**src/rtl/pcc_pkg.sv**
```systemverilog
package pcc_pkg;
  localparam int unsigned STATE_W = 8;
  localparam int unsigned TS_W    = 32;
  localparam int unsigned REC_W   = STATE_W + TS_W;
endpackage

```
**src/rtl/pcc_rst_sync.sv**
```systemverilog
// Reset that asserts asynchronously and releases on the second clock edge
module pcc_rst_sync (
  input  logic clk,
  input  logic rst_an,
  output logic rst_sn
);
  logic [1:0] stage_q;

  always_ff @(posedge clk or negedge rst_an) begin
    if (!rst_an) stage_q <= 2'b00;
    else         stage_q <= {stage_q[0], 1'b1};
  end

  assign rst_sn = stage_q[1];
endmodule

```
**src/rtl/pcc_pin_sync.sv**
```systemverilog
// Two-stage synchronizer per input line
module pcc_pin_sync #(
  parameter int unsigned WIDTH = 5
) (
  input  logic             clk,
  input  logic             rst_n,
  input  logic [WIDTH-1:0] async_in,
  output logic [WIDTH-1:0] sync_out
);
  for (genvar i = 0; i < WIDTH; i++) begin : g_line
    logic meta_q;
    logic sync_q;
    always_ff @(posedge clk or negedge rst_n) begin
      if (!rst_n) begin
        meta_q <= 1'b0;
        sync_q <= 1'b0;
      end else begin
        meta_q <= async_in[i];
        sync_q <= meta_q;
      end
    end
    assign sync_out[i] = sync_q;
  end
endmodule

```
**src/rtl/pcc_strobe_gen.sv**
```systemverilog
// Programmable sample strobe; the period is latched while disabled
module pcc_strobe_gen #(
  parameter int unsigned DIV_W = 16
) (
  input  logic             clk,
  input  logic             rst_n,
  input  logic             en,
  input  logic [DIV_W-1:0] div_in,
  output logic             strobe
);
  logic [DIV_W-1:0] div_q, div_d;
  logic [DIV_W-1:0] cnt_q, cnt_d;
  logic [DIV_W-1:0] last_cnt;

  always_comb begin
    last_cnt = (div_q == '0) ? '0 : div_q - DIV_W'(1);
    strobe   = en && (cnt_q == last_cnt);
    div_d    = en ? div_q : div_in;
    if (!en)         cnt_d = '0;
    else if (strobe) cnt_d = '0;
    else             cnt_d = cnt_q + DIV_W'(1);
  end

  always_ff @(posedge clk or negedge rst_n) begin
    if (!rst_n) begin
      div_q <= '0;
      cnt_q <= '0;
    end else begin
      div_q <= div_d;
      cnt_q <= cnt_d;
    end
  end
endmodule

```
**src/rtl/pcc_ts_counter.sv**
```systemverilog
// Free-running down counter, wraps 0 -> all ones
module pcc_ts_counter #(
  parameter int unsigned TS_W = 32
) (
  input  logic            clk,
  input  logic            rst_n,
  output logic [TS_W-1:0] ts
);
  logic [TS_W-1:0] ts_q, ts_d;

  always_comb ts_d = ts_q - TS_W'(1);

  always_ff @(posedge clk or negedge rst_n) begin
    if (!rst_n) ts_q <= '0;
    else        ts_q <= ts_d;
  end

  assign ts = ts_q;
endmodule

```
**src/rtl/pcc_record_emit.sv**
```systemverilog
// Decides when a record is due, holds the one-deep output slot, tracks overflow
module pcc_record_emit #(
  parameter int unsigned STATE_W = 8,
  parameter int unsigned TS_W    = 32
) (
  input  logic                    clk,
  input  logic                    rst_n,
  input  logic                    en,
  input  logic                    mode_in,
  input  logic                    strobe,
  input  logic [STATE_W-1:0]      state,
  input  logic [TS_W-1:0]         ts,
  input  logic                    ready,
  output logic [STATE_W+TS_W-1:0] data,
  output logic                    valid,
  output logic                    ovf,
  output logic                    mode_lat
);
  localparam int unsigned REC_W = STATE_W + TS_W;

  logic               mode_q, mode_d;
  logic               first_q, first_d;
  logic [STATE_W-1:0] prev_q, prev_d;
  logic [REC_W-1:0]   data_q, data_d;
  logic               valid_q, valid_d;
  logic               ovf_q, ovf_d;
  logic               due, slot_free, load_rec;
  logic [TS_W-1:0]    tag;

  always_comb begin
    // zero tag in periodic mode, R5 change or baseline condition
    due       = strobe && (!mode_q || first_q || (state != prev_q));
    slot_free = !valid_q || ready;
    load_rec  = en && due && slot_free;
    tag       = mode_q ? ts : '0;

    mode_d  = en ? mode_q : mode_in;
    first_d = first_q;
    prev_d  = prev_q;
    data_d  = data_q;
    valid_d = valid_q;
    ovf_d   = ovf_q;

    if (!en) begin
      first_d = 1'b1;
      valid_d = 1'b0;   // discard pending record
      ovf_d   = 1'b0;   // clear only here
    end else begin
      if (load_rec) begin
        data_d  = {state, tag};
        valid_d = 1'b1;
      end else if (due) begin
        ovf_d   = 1'b1; // newer record dropped
      end else if (valid_q && ready) begin
        valid_d = 1'b0; // accepted
      end
      if (strobe) begin
        prev_d  = state;
        first_d = 1'b0;
      end
    end
  end

  always_ff @(posedge clk or negedge rst_n) begin
    if (!rst_n) begin
      mode_q  <= 1'b0;
      first_q <= 1'b1;
      prev_q  <= '0;
      valid_q <= 1'b0;
      ovf_q   <= 1'b0;
    end else begin
      mode_q  <= mode_d;
      first_q <= first_d;
      prev_q  <= prev_d;
      valid_q <= valid_d;
      ovf_q   <= ovf_d;
    end
  end

  // Record payload register, written only on load
  always_ff @(posedge clk or negedge rst_n) begin
    if (!rst_n)        data_q <= '0;
    else if (load_rec) data_q <= data_d;
  end

  assign data     = data_q;
  assign valid    = valid_q;
  assign ovf      = ovf_q;
  assign mode_lat = mode_q;
endmodule

```
**src/rtl/pin_change_capture.sv**
```systemverilog
module pin_change_capture
  import pcc_pkg::*;
#(
  parameter int unsigned N_CH  = 5,
  parameter int unsigned DIV_W = 16
) (
  input  logic             clk,
  input  logic             rst_n,
  input  logic             cap_en,
  input  logic             chg_mode,
  input  logic [DIV_W-1:0] div_val,
  input  logic [N_CH-1:0]  pins_in,
  output logic [REC_W-1:0] rec_data,
  output logic             rec_valid,
  input  logic             rec_ready,
  output logic             ovf_flag
);
  logic               rst_s;
  logic [N_CH-1:0]    pins_s;
  logic [STATE_W-1:0] state_b;
  logic               strobe;
  logic [TS_W-1:0]    ts_val;
  logic               mode_lat;

  pcc_rst_sync u_rst (
    .clk    (clk),
    .rst_an (rst_n),
    .rst_sn (rst_s)
  );

  pcc_pin_sync #(.WIDTH(N_CH)) u_sync (
    .clk      (clk),
    .rst_n    (rst_s),
    .async_in (pins_in),
    .sync_out (pins_s)
  );

  // lines in the low bits, unused bits held at zero
  always_comb begin
    state_b            = '0;
    state_b[N_CH-1:0]  = pins_s;
  end

  pcc_strobe_gen #(.DIV_W(DIV_W)) u_strobe (
    .clk    (clk),
    .rst_n  (rst_s),
    .en     (cap_en),
    .div_in (div_val),
    .strobe (strobe)
  );

  pcc_ts_counter #(.TS_W(TS_W)) u_ts (
    .clk   (clk),
    .rst_n (rst_s),
    .ts    (ts_val)
  );

  pcc_record_emit #(.STATE_W(STATE_W), .TS_W(TS_W)) u_emit (
    .clk      (clk),
    .rst_n    (rst_s),
    .en       (cap_en),
    .mode_in  (chg_mode),
    .strobe   (strobe),
    .state    (state_b),
    .ts       (ts_val),
    .ready    (rec_ready),
    .data     (rec_data),
    .valid    (rec_valid),
    .ovf      (ovf_flag),
    .mode_lat (mode_lat)
  );
endmodule

```
**config.mk**
```make
export PLATFORM = sky130hd
export DESIGN_NAME = pin_change_capture
export DESIGN_NICKNAME = d
export VERILOG_FILES = /design/src/rtl/pcc_pkg.sv /design/src/rtl/pcc_rst_sync.sv /design/src/rtl/pcc_pin_sync.sv /design/src/rtl/pcc_strobe_gen.sv /design/src/rtl/pcc_ts_counter.sv /design/src/rtl/pcc_record_emit.sv /design/src/rtl/pin_change_capture.sv
export SDC_FILE = /design/constraint.sdc
export NUM_CORES = 1
export LEC_CHECK = 0
export CAP_MARGIN = 40
export CORE_ASPECT_RATIO = 1.4
export CORE_UTILIZATION = 35
export DETAILED_ROUTE_END_ITERATION = 16
export DONT_BUFFER_PORTS = 1
export PLACE_DENSITY_LB_ADDON = 0.2
export SLEW_MARGIN = 20
export SYNTH_ARGS = -nofsm -noshare
export SYNTH_HDL_FRONTEND = slang
export SYNTH_SLANG_ARGS = --single-unit
```
**constraint.sdc**
```tcl
create_clock -name clk -period 5.85 [get_ports clk]
set_input_delay 0.2925 -clock clk [delete_from_list [all_inputs] [get_ports clk]]
set_output_delay 0.2925 -clock clk [all_outputs]
set_load 0.01 [all_outputs]
```
---- Word-level counts from Yosys, hierarchy flattened ----
Index checks and enable logic that the tools add are counted.
Widths: inputs -> output; s select.
operators by class
  add/sub/neg operators ................... 3
  eq/ne operators ......................... 7
  muxes and demuxes ....................... 13
  reductions and logical operators ........ 15
operator list
  operator               count
  $mux 16                3
  $mux 32                1
  $sub 32x1->32 const B  1
  $add 16x1->16 const B  1
  $eq 16x16->1           1
  $logic_not 16->1       1
  $sub 16x1->16 const B  1
  $mux 1                 9
  $reduce_and 2->1       4
  $logic_and 1x1->1      5
  $ne 5x5->1             1
  $ne 2x1->1 const B     2
  $logic_or 1x1->1       3
  $ne 3x1->1 const B     1
  $ne 3x3->1 const B     1
  $logic_not 1->1        2
  $ne 2x2->1 const B     1
storage, ports and cells
  bits in registers ....................... 122
  input bits .............................. 26
  output and inout port bits .............. 42

---- Longest topological paths before layout ----
Gate-level depths: netlist (run 1).
  depth after elaboration ................. 9
  mapped depth ............................ 14
  mapped depth without buffers ............ 10

---- Cells and area by module ----
Synthesis (run 1) repeated with hierarchy kept, for this count alone.
unflattened totals
  cells, all modules ...................... 588
  area, all modules ....................... 6366.1 sq um
modules (own cells, without submodules)
  module              instances  cells an instance  area an instance (sq um)  seq. area each (sq um)
  pcc_strobe_gen      1          250                2303.5                    800.8
  pcc_record_emit     1          194                2258.4                    1302.5
  pcc_ts_counter      1          125                1458.9                    800.8
  pcc_pin_sync        1          15                 287.8                     250.2
  pcc_rst_sync        1          3                  53.8                      50.0
  pin_change_capture  1          1                  3.8                       0.0

---- Worst setup path after synthesis (run 1) ----
OpenSTA, ideal clock, no wires.
  path type ............................... register to register
  start point ............................. register u_strobe.div_q[0]
  end point ............................... register u_emit.prev_q[0]
  library setup time ...................... 125 ps
  arrival time ............................ 3297 ps
  path slack .............................. 2428 ps
  stages on the path, launching flop included .. 13
  buffers on the path ..................... 3
  period minus slack after synthesis ...... 3422 ps
  cells stage by stage .................... dfrtp_1 clkbuf_1 inv_1 ha_1 or3b_1 buf_2 o21ai_0 a21oi_1 or3_1 or4b_1 or4_4 buf_6 mux2_4
on the way
  longest elaborated chain between the ends .. 5
ends and longest elaborated chain
  element                                                   RTL line               RTL
  start: declaration                                        pcc_strobe_gen.sv:11   logic [DIV_W-1:0] div_q, div_d;
  start signal: assignment                                  pcc_strobe_gen.sv:29   div_q <= div_d;
  $sub 16x1->16 / $logic_not 16->1 (equally long branches)  pcc_strobe_gen.sv:16   last_cnt = (div_q == '0) ? '0 : div_q - DIV_W'(1);
  $mux 16 *                                                 pcc_strobe_gen.sv:16
  $eq 16x16->1 *                                            pcc_strobe_gen.sv:17   strobe = en && (cnt_q == last_cnt);
  $logic_and 1x1->1 *                                       pcc_strobe_gen.sv:17
  $reduce_and 2->1 (no source line) *                       -
  end signal: assignment                                    pcc_record_emit.sv:74  prev_q <= prev_d;
  end: declaration                                          pcc_record_emit.sv:23  logic [STATE_W-1:0] prev_q, prev_d;
Every way passes the cells marked *; elsewhere a longest branch is shown, timed or not.
A chain may end at the register's enable or synchronous reset.

---- Worst setup path in the final report (run 1) ----
  start point ............................. register u_strobe.div_q[0]
  end point ............................... register u_emit.data_q[34], in the netlist u_emit.data[34]
on the way
  longest elaborated chain between the ends .. 8
ends and longest elaborated chain
  element                                                   RTL line               RTL
  $sub 16x1->16 / $logic_not 16->1 (equally long branches)  pcc_strobe_gen.sv:16
  $mux 16 *                                                 pcc_strobe_gen.sv:16
  $eq 16x16->1 *                                            pcc_strobe_gen.sv:17
  $logic_and 1x1->1 *                                       pcc_strobe_gen.sv:17
  $logic_and 1x1->1 *                                       pcc_record_emit.sv:32  due = strobe && (!mode_q || first_q || (state != prev_q));
  $logic_and 1x1->1 * (2 in a row)                          pcc_record_emit.sv:34  load_rec = en && due && slot_free;
  $reduce_and 2->1 (no source line) *                       -
  end signal: assignment                                    pcc_record_emit.sv:83  else if (load_rec) data_q <= data_d;
  end: declaration                                          pcc_record_emit.sv:24  logic [REC_W-1:0] data_q, data_d;
Marks and branches as above.

==> impl_metrics.csv, run 1 <==
group,metric,value,unit
timing,finalHoldViolations,0,
cts,clockBufferDepth,2,
floorplan,die_x,114.3,µm
final_layout,mostFrequentLayoutCell,"dfrtp_1",
final_layout,seq_area,3058,µm²
cts,cts_sinks,122,
final_layout,finalNetCount,625,
yosys,ys_ff_latch,122,
setup_path,start_kind,"flip-flop",
setup_path,cp.required,6.15,ns
timing,fmax,0.2427,GHz
cts,clk_latency,0.42,ns
place,place_hpwl,10.22,mm
detailed_routing,wl,14.21,mm
timing,finalSetupTns,0,ns
setup_path,ff2ff_path_depth,10,
grt,grt_overflow,0,
yosys,ys.flop_type,"dfrtp_1",
place,port_buffers,0,
final_layout,final_cell_mix,"dfrtp_1 (120), nor2_1 (53), nand2_1 (53)",
cts,path_clk_slew,0.05,ns
power,ir_worst_vdd,164.0,µV
timing,drv_slew,0,
floorplan,ios,68,
power,p_leak,2.908,nW
yosys,ys.warnings.count,0,
final_layout,fillers,1660,
power,p_per_area,311.9,nW/µm²
detailed_routing,wl_per_cell,16.79,µm
timing,slew-limit-headroom,0.5285,
yosys,async_reset_ff_frac,1.000,
status,status,"completed",
floorplan,start_util,0.3566,
grt,grt_max_degree,49,
timing,period_needed,4.120,ns
detailed_routing,drc_errors,0,
yosys,synth.distinct_cells,77,
timing,rsz0062_at_grt,"false",
cts,h-tree-depth,4,
grt,grt_util_all_layers,0.1680,
setup_path,worstSetupPathType,"flip-flop to flip-flop",
final_layout,drive_gt1_frac,0.1382,
place,placedCellCount,806,
final_layout,areaGrowthSynthToFinish,15.53,%
cts,cts_tree,"built",
setup_path,critical_path.endpoint,"u_emit.data[34]$_DFFE_PN0P_",
job,max-cap-violations,0,
setup_path,worstSetupStartpoint,"u_strobe.div_q[0]$_DFFE_PN0N_",
detailed_routing,drt_iter0_drc,192,
grt,antenna_found_initial,4,
min_path,worstHoldPathCells,1,
detailed_routing,via_per_inst,5.058,
setup_path,reg2reg_setup_slack,1.73,ns
floorplan,rows,57,
yosys,syn_area,6180,µm²
yosys,synth_edf_count,0,
grt,grt_pass1_wl,23.34,mm
floorplan,fp.dieH,159.2,µm
cts,root_buffer,"clkbuf_16",
detailed_routing,vias,4279,
floorplan,fp.coreArea,17330,µm²
cts,cts_resized,0,
yosys,ys_seq_area_frac,0.4942,
yosys,synthCells,593,
setup_path,arrival,4.42,ns
timing,fin_skew,0.01066,ns
min_path,worstHoldPathType,"primary input to flip-flop",
setup_path,endpoint_kind,"flip-flop",
place,gp_congestion,0.9159,
floorplan,die_area,18200,µm²
min_path,min_from,"cap_en",
cts,numCtsBuffers,17,
final_layout,multiInputGateArea,2801,µm²
yosys,avgSynthCellArea,10.42,µm²
timing,setup_viol,0,
setup_path,r2r_start,"u_strobe.div_q[0]$_DFFE_PN0N_",
setup_path,path_max_fanout,37,
final_layout,fin_cells,846,
detailed_routing,firstDrtPassIters,4,
timing,tightest_slew,0.7008,ns
detailed_routing,drt.antenna.violating_nets,0,
setup_path,r2r_end,"u_emit.data[34]$_DFFE_PN0P_",
grt,grt_pass1_vias,4531,
timing,finalCritPeriodShare,0.7043,
==> final cells by class <==
cell class / instances / area share
Clock inverter: 12 / 0.03102
Inverter: 48 / 0.02524
Multi-Input combinational cell: 395 / 0.3924
Clock buffer: 19 / 0.06204
Timing Repair Buffer: 12 / 0.01893
Sequential cell: 122 / 0.4283
Antenna cell: 2 / 0.0007010
Tap cell: 236 / 0.04136
==> layer usage <==
| layer | part of all wire | up-vias | GRT usage | routed length, µm |
|---|---|---|---|---|
| li1 | - | 2050 | - | - |
| met1 | 0.42 | 2118 | 0.1901 | 5912 |
| met2 | 0.51 | 79 | 0.2843 | 7289 |
| met3 | 0.044 | 26 | 0.04796 | 624 |
| met4 | 0.024 | 6 | 0.08796 | 340 |
| met5 | 0.0027 | - | 0 | 39 |
==> stage by stage <==
stage | setup slack [ns] | hold slack, ns | util | area (µm²) | total power [mW]
finish | 1.730 | 0.02828 | 0.4120 | 7139 | 2.227
global route | 1.489 | 0.01195 | 0.4117 | 7134 | 2.310
CTS | 1.738 | 0.001661 | 0.4117 | 7134 | 2.263
detailed placement | 1.746 | -0.003050 | 0.3693 | 6400 | 1.055
global placement | 1.766 | -0.003045 | 0.3664 | 6350 | 1.050
floorplan | 2.201 | -0.003091 | - | 6187 | 1.019
==> synthesized netlist by cell type (3+ instances only) <==
master,n,share of area
a21oi_1,3,0.0024
nor2b_1,5,0.0051
nand3_1,16,0.013
xor2_1,28,0.040
mux2_2,22,0.040
buf_2,6,0.0049
ha_1,3,0.0061
or3_1,12,0.012
inv_1,48,0.029
nor4b_1,4,0.0057
nand2_1,53,0.032
and3_1,7,0.0071
mux2_4,5,0.012
dfrtp_1,121,0.49
mux2i_1,32,0.052
clkbuf_1,16,0.0097
nand4_1,9,0.0091
nor4_1,10,0.010
xnor2_1,23,0.033
nor2_1,53,0.032
nand2b_1,5,0.0051
o211ai_1,4,0.0049
o21ai_0,16,0.013
a21o_1,3,0.0036
buf_4,6,0.0073
or4_1,3,0.0036
o31ai_1,5,0.0061
nor3_1,10,0.0081
==> logic make-up (layout without fill, tap and decap cells) <==
kind of cell / after synthesis / count (layout) / share of synthesized area
and+or+nand+nor: 211 / 211 / 0.1865
DFF: 122 / 122 / 0.4942
buffers and inverters: 78 / 91 / 0.05467
AOI/OAI and AO/OA: 67 / 67 / 0.08099
muxes: 59 / 59 / 0.1041
xor gates and xnor gates: 51 / 51 / 0.07228
adders and majority gates: 3 / 3 / 0.006075
other: 2 / 6 / 0.001215
==> repair_timing <==
| item | 4_1_cts | 5_1_grt |
|---|---|---|
| setup endpoints to repair | 0 | 0 |
| hold buffers | 7 | 0 |
| endpoints found under the hold margin | 9 | 0 |
| buffers inserted | 0 | 0 |
==> where the power goes <==
group          switching [mW]  leakage, nW  internal [mW]  total (mW)
clock network           0.378        0.315          0.806        1.18
logic                  0.0714         1.27         0.0612       0.133
registers              0.0475         1.33          0.863       0.910
total                   0.497         2.91           1.73        2.23
==> how the worst min path moves through the flow <==
stage | endpoint | slack, ns
after global placement | u_rst.stage_q[0]$_DFF_PN0_ | -0.003
final | u_emit.valid$_DFFE_PN0P_ | 0.03
after global routing | u_strobe.div_q[10]$_DFFE_PN0N_ | 0.01
after floorplan | u_rst.stage_q[0]$_DFF_PN0_ | -0.003
after CTS | u_strobe.div_q[5]$_DFFE_PN0N_ | 0.002
after detailed placement | u_rst.stage_q[0]$_DFF_PN0_ | -0.003
==> sequential cells by signal, summed over array words and instances (netlist names) <==
| signal | count |
|---|---|
| u_sync.g_line.sync_q | 5 |
| u_sync.g_line.meta_q | 5 |
| u_strobe.div_q | 16 |
| u_emit.mode_lat | 1 |
| u_rst.stage_q | 2 |
| u_emit.first_q | 1 |
| u_ts.ts | 32 |
| u_emit.data | 37 |
| u_emit.prev_q | 5 |
| u_emit.ovf | 1 |
| u_emit.valid | 1 |
| u_strobe.cnt_q | 16 |
==> critical path, cell delays in order (launching register included) <==
cell and delay [ns]:
dfrtp_1 0.50, inv_1 0.13, ha_1 0.40, or3b_1 0.51
nor2_1 0.50, o31ai_1 0.12, nor4b_1 0.45, nand4_1 0.21
nor4_2 0.24, buf_4 0.53, mux2_2 0.40
No activity file was read; power rests on OpenSTA's default activity.
==> inputs of run 2 (changes only) <==
==> constraint.sdc (replaced) <==
create_clock -name clk -period 3.6 [get_ports clk]
set_input_delay 0.18 -clock clk [delete_from_list [all_inputs] [get_ports clk]]
set_output_delay 0.18 -clock clk [all_outputs]
set_load 0.01 [all_outputs]
==> impl_metrics.csv, run 2 (synthesis results as in run 1) <==
group,metric,value,unit
timing,finalHoldViolations,0,
setup_path,start_kind,"flip-flop",
timing,rsz0062_at_grt,"false",
timing,worst_hold_slack,0.04225,ns
floorplan,die_x,114.3,µm
power,ir_worst_vdd,299.6,µV
power,p_per_area,477.7,nW/µm²
timing,finalCritPeriodShare,0.9502,
min_path,worstHoldPathType,"primary input to flip-flop",
place,place_hpwl,10.35,mm
power,p_clk_frac,0.511,
timing,postLayoutSetupSlackWorst,0.1792,ns
floorplan,fp.dieH,159.2,µm
final_layout,areaGrowthSynthToFinish,20.04,%
cts,root_buffer,"clkbuf_16",
power,switchingPower,0.8519,mW
final_layout,n_antenna_cell,0,
grt,grt_pass1_vias,4555,
power,intPower,2.692,mW
setup_path,critPathBufInv,1,
detailed_routing,vias,4349,
timing,fmax,0.2923,GHz
cts,clk_latency,0.42,ns
timing,setup_viol,0,
timing,finalSetupTns,0,ns
floorplan,fp.coreArea,17330,µm²
detailed_routing,firstDrtPassIters,5,
place,port_buffers,0,
cts,cts_sinks,122,
floorplan,start_util,0.3566,
setup_path,cp_slowest_stage_delay,0.59,ns
setup_path,crit_path_cell_trace,"buf_4, or4_4, nor4_4, xnor2_1, nor2_1, o32a_1, or4b_1, or4_4, mux2_4",
final_layout,fillers,1653,
setup_path,crit_top_cell,"or4_4",
detailed_routing,drt_iter0_drc,249,
setup_path,critical_path.top_delay_family,"simple AND/OR/NAND/NOR gates",
setup_path,arrival,3.72,ns
detailed_routing,wl,14.44,mm
floorplan,rows,57,
final_layout,drive_gt1_frac,0.1544,
final_layout,largest_reg_flops,37,
grt,grt_max_degree,64,
setup_path,endpoint_kind,"flip-flop",
setup_path,cp.required,3.90,ns
final_layout,finalNetCount,657,
cts,cts_tree,"built",
detailed_routing,wl_per_cell,16.47,µm
timing,tightest_slew,0.6842,ns
detailed_routing,drt.antenna.violating_nets,0,
floorplan,ios,68,
power,p_leak,3.039,nW
setup_path,crit_path_top_delay_cell,"or4b_1",
place,gp_congestion,0.8666,
cts,clockBufferDepth,2,
floorplan,die_area,18200,µm²
setup_path,worstSetupPathType,"flip-flop to flip-flop",
status,status,"completed",
place,placedCellCount,817,
timing,slew-limit-headroom,0.5397,
timing,period_needed,3.421,ns
power,netSwitchingFraction,0.2404,
grt,grt_overflow,0,
cts,numCtsBuffers,17,
place,post-place-ws,0.1777,ns
grt,antenna_found_initial,0,
power,seqPwrFrac,0.410,
power,total_power,3.544,mW
detailed_routing,drc_errors,0,
final_layout,mostFrequentLayoutCell,"dfrtp_1",
grt,grt_util_all_layers,0.1719,
final_layout,fin_cells,877,
grt,grt_pass1_wl,24.23,mm
cts,h-tree-depth,4,
job,max-cap-violations,0,
final_layout,final_cell_mix,"dfrtp_1 (120), nor2_1 (53), nand2_1 (53)",
timing,fin_skew,0.008732,ns
setup_path,path_max_fanout,12,
power,power_frac_comb,0.080,
timing,drv_slew,0,
cts,path_clk_slew,0.06,ns
detailed_routing,via_per_inst,4.959,
[run 2: cell count changes in the layout (fill, tap and decap cells not counted), sizes merged]
| cell | previous run | this run |
|---|---|---|
| bufinv | 6 | 4 |
| inv | 48 | 50 |
| diode | 2 | 0 |
| clkinvlp | 3 | 4 |
| buf | 5 | 19 |
| dlygate4sd3 | 7 | 25 |
[run 2: timing repair]
item,in CTS,in global routing
buffers inserted,0,1
endpoints found under the setup margin,0,5
gates resized for setup,0,1
hold buffers,25,0
endpoints found under the hold margin,27,0
[run 2: layer usage]
| layer | part of all wire | vias up | track usage | wire length (µm) |
|---|---|---|---|---|
| met5 | 0 | - | 0 | 0 |
| met4 | 0.017 | 0 | 0.05903 | 243 |
| met3 | 0.036 | 17 | 0.04378 | 526 |
| met2 | 0.52 | 81 | 0.2926 | 7502 |
| met1 | 0.43 | 2144 | 0.2093 | 6168 |
| li1 | - | 2107 | - | - |
[run 2: worst register-to-register path: stages, from the launching register on]
cell and delay [ns]:
dfrtp_1 0.37, buf_4 0.18, or4_4 0.47, nor4_4 0.23, xnor2_1 0.24, nor2_1 0.08, o32a_1 0.30, or4b_1 0.59
or4_4 0.52, mux2_4 0.32
[run 2: through the flow]
stage          area (µm²)    util
2_1_floorplan        6188       -
4_1_cts              7370  0.4252
3_3_place_gp         6492  0.3746
6_report             7418  0.4281
5_1_grt              7418  0.4281
3_5_place_dp         6492  0.3746
[run 2: power by group through the flow]
stage | sequential (mW) | clock (mW) | combinational, mW
6_report | 1.45 | 1.81 | 0.282
2_1_floorplan | 1.47 | 0 | 0.181
3_5_place_dp | 1.49 | 0 | 0.240
5_1_grt | 1.46 | 1.91 | 0.316
4_1_cts | 1.46 | 1.86 | 0.269
3_3_place_gp | 1.49 | 0 | 0.239
[run 2: cell type report]
type | instances | area, µm² | area share
Timing Repair Buffer | 44 | 454.2 | 0.06122
Sequential cell | 122 | 3058 | 0.4122
Clock buffer | 19 | 432.9 | 0.05836
Inverter | 48 | 180.2 | 0.02429
Clock inverter | 13 | 193.9 | 0.02614
Multi-Input combinational cell | 395 | 2804 | 0.3780
Tap cell | 236 | 295.3 | 0.03980
[run 2: worst paths after layout]
path / slack, ns / cells after the start / startpoint / end
min in group asynchronous: 0.17 / 0 / u_rst.stage_q[1]$_DFF_PN0_ / u_emit.valid$_DFFE_PN0P_
max: 0.18 / 9 / u_strobe.div_q[0]$_DFFE_PN0N_ / u_emit.prev_q[0]$_DFFE_PN0P_
min reg2reg: 0.17 / 0 / u_rst.stage_q[1]$_DFF_PN0_ / u_emit.valid$_DFFE_PN0P_
min: 0.04 / 2 / cap_en / u_emit.valid$_DFFE_PN0P_
max in group asynchronous: 2.55 / 2 / u_rst.stage_q[1]$_DFF_PN0_ / u_strobe.div_q[7]$_DFFE_PN0N_
max reg2reg: 0.18 / 9 / u_strobe.div_q[0]$_DFFE_PN0N_ / u_emit.prev_q[0]$_DFFE_PN0P_
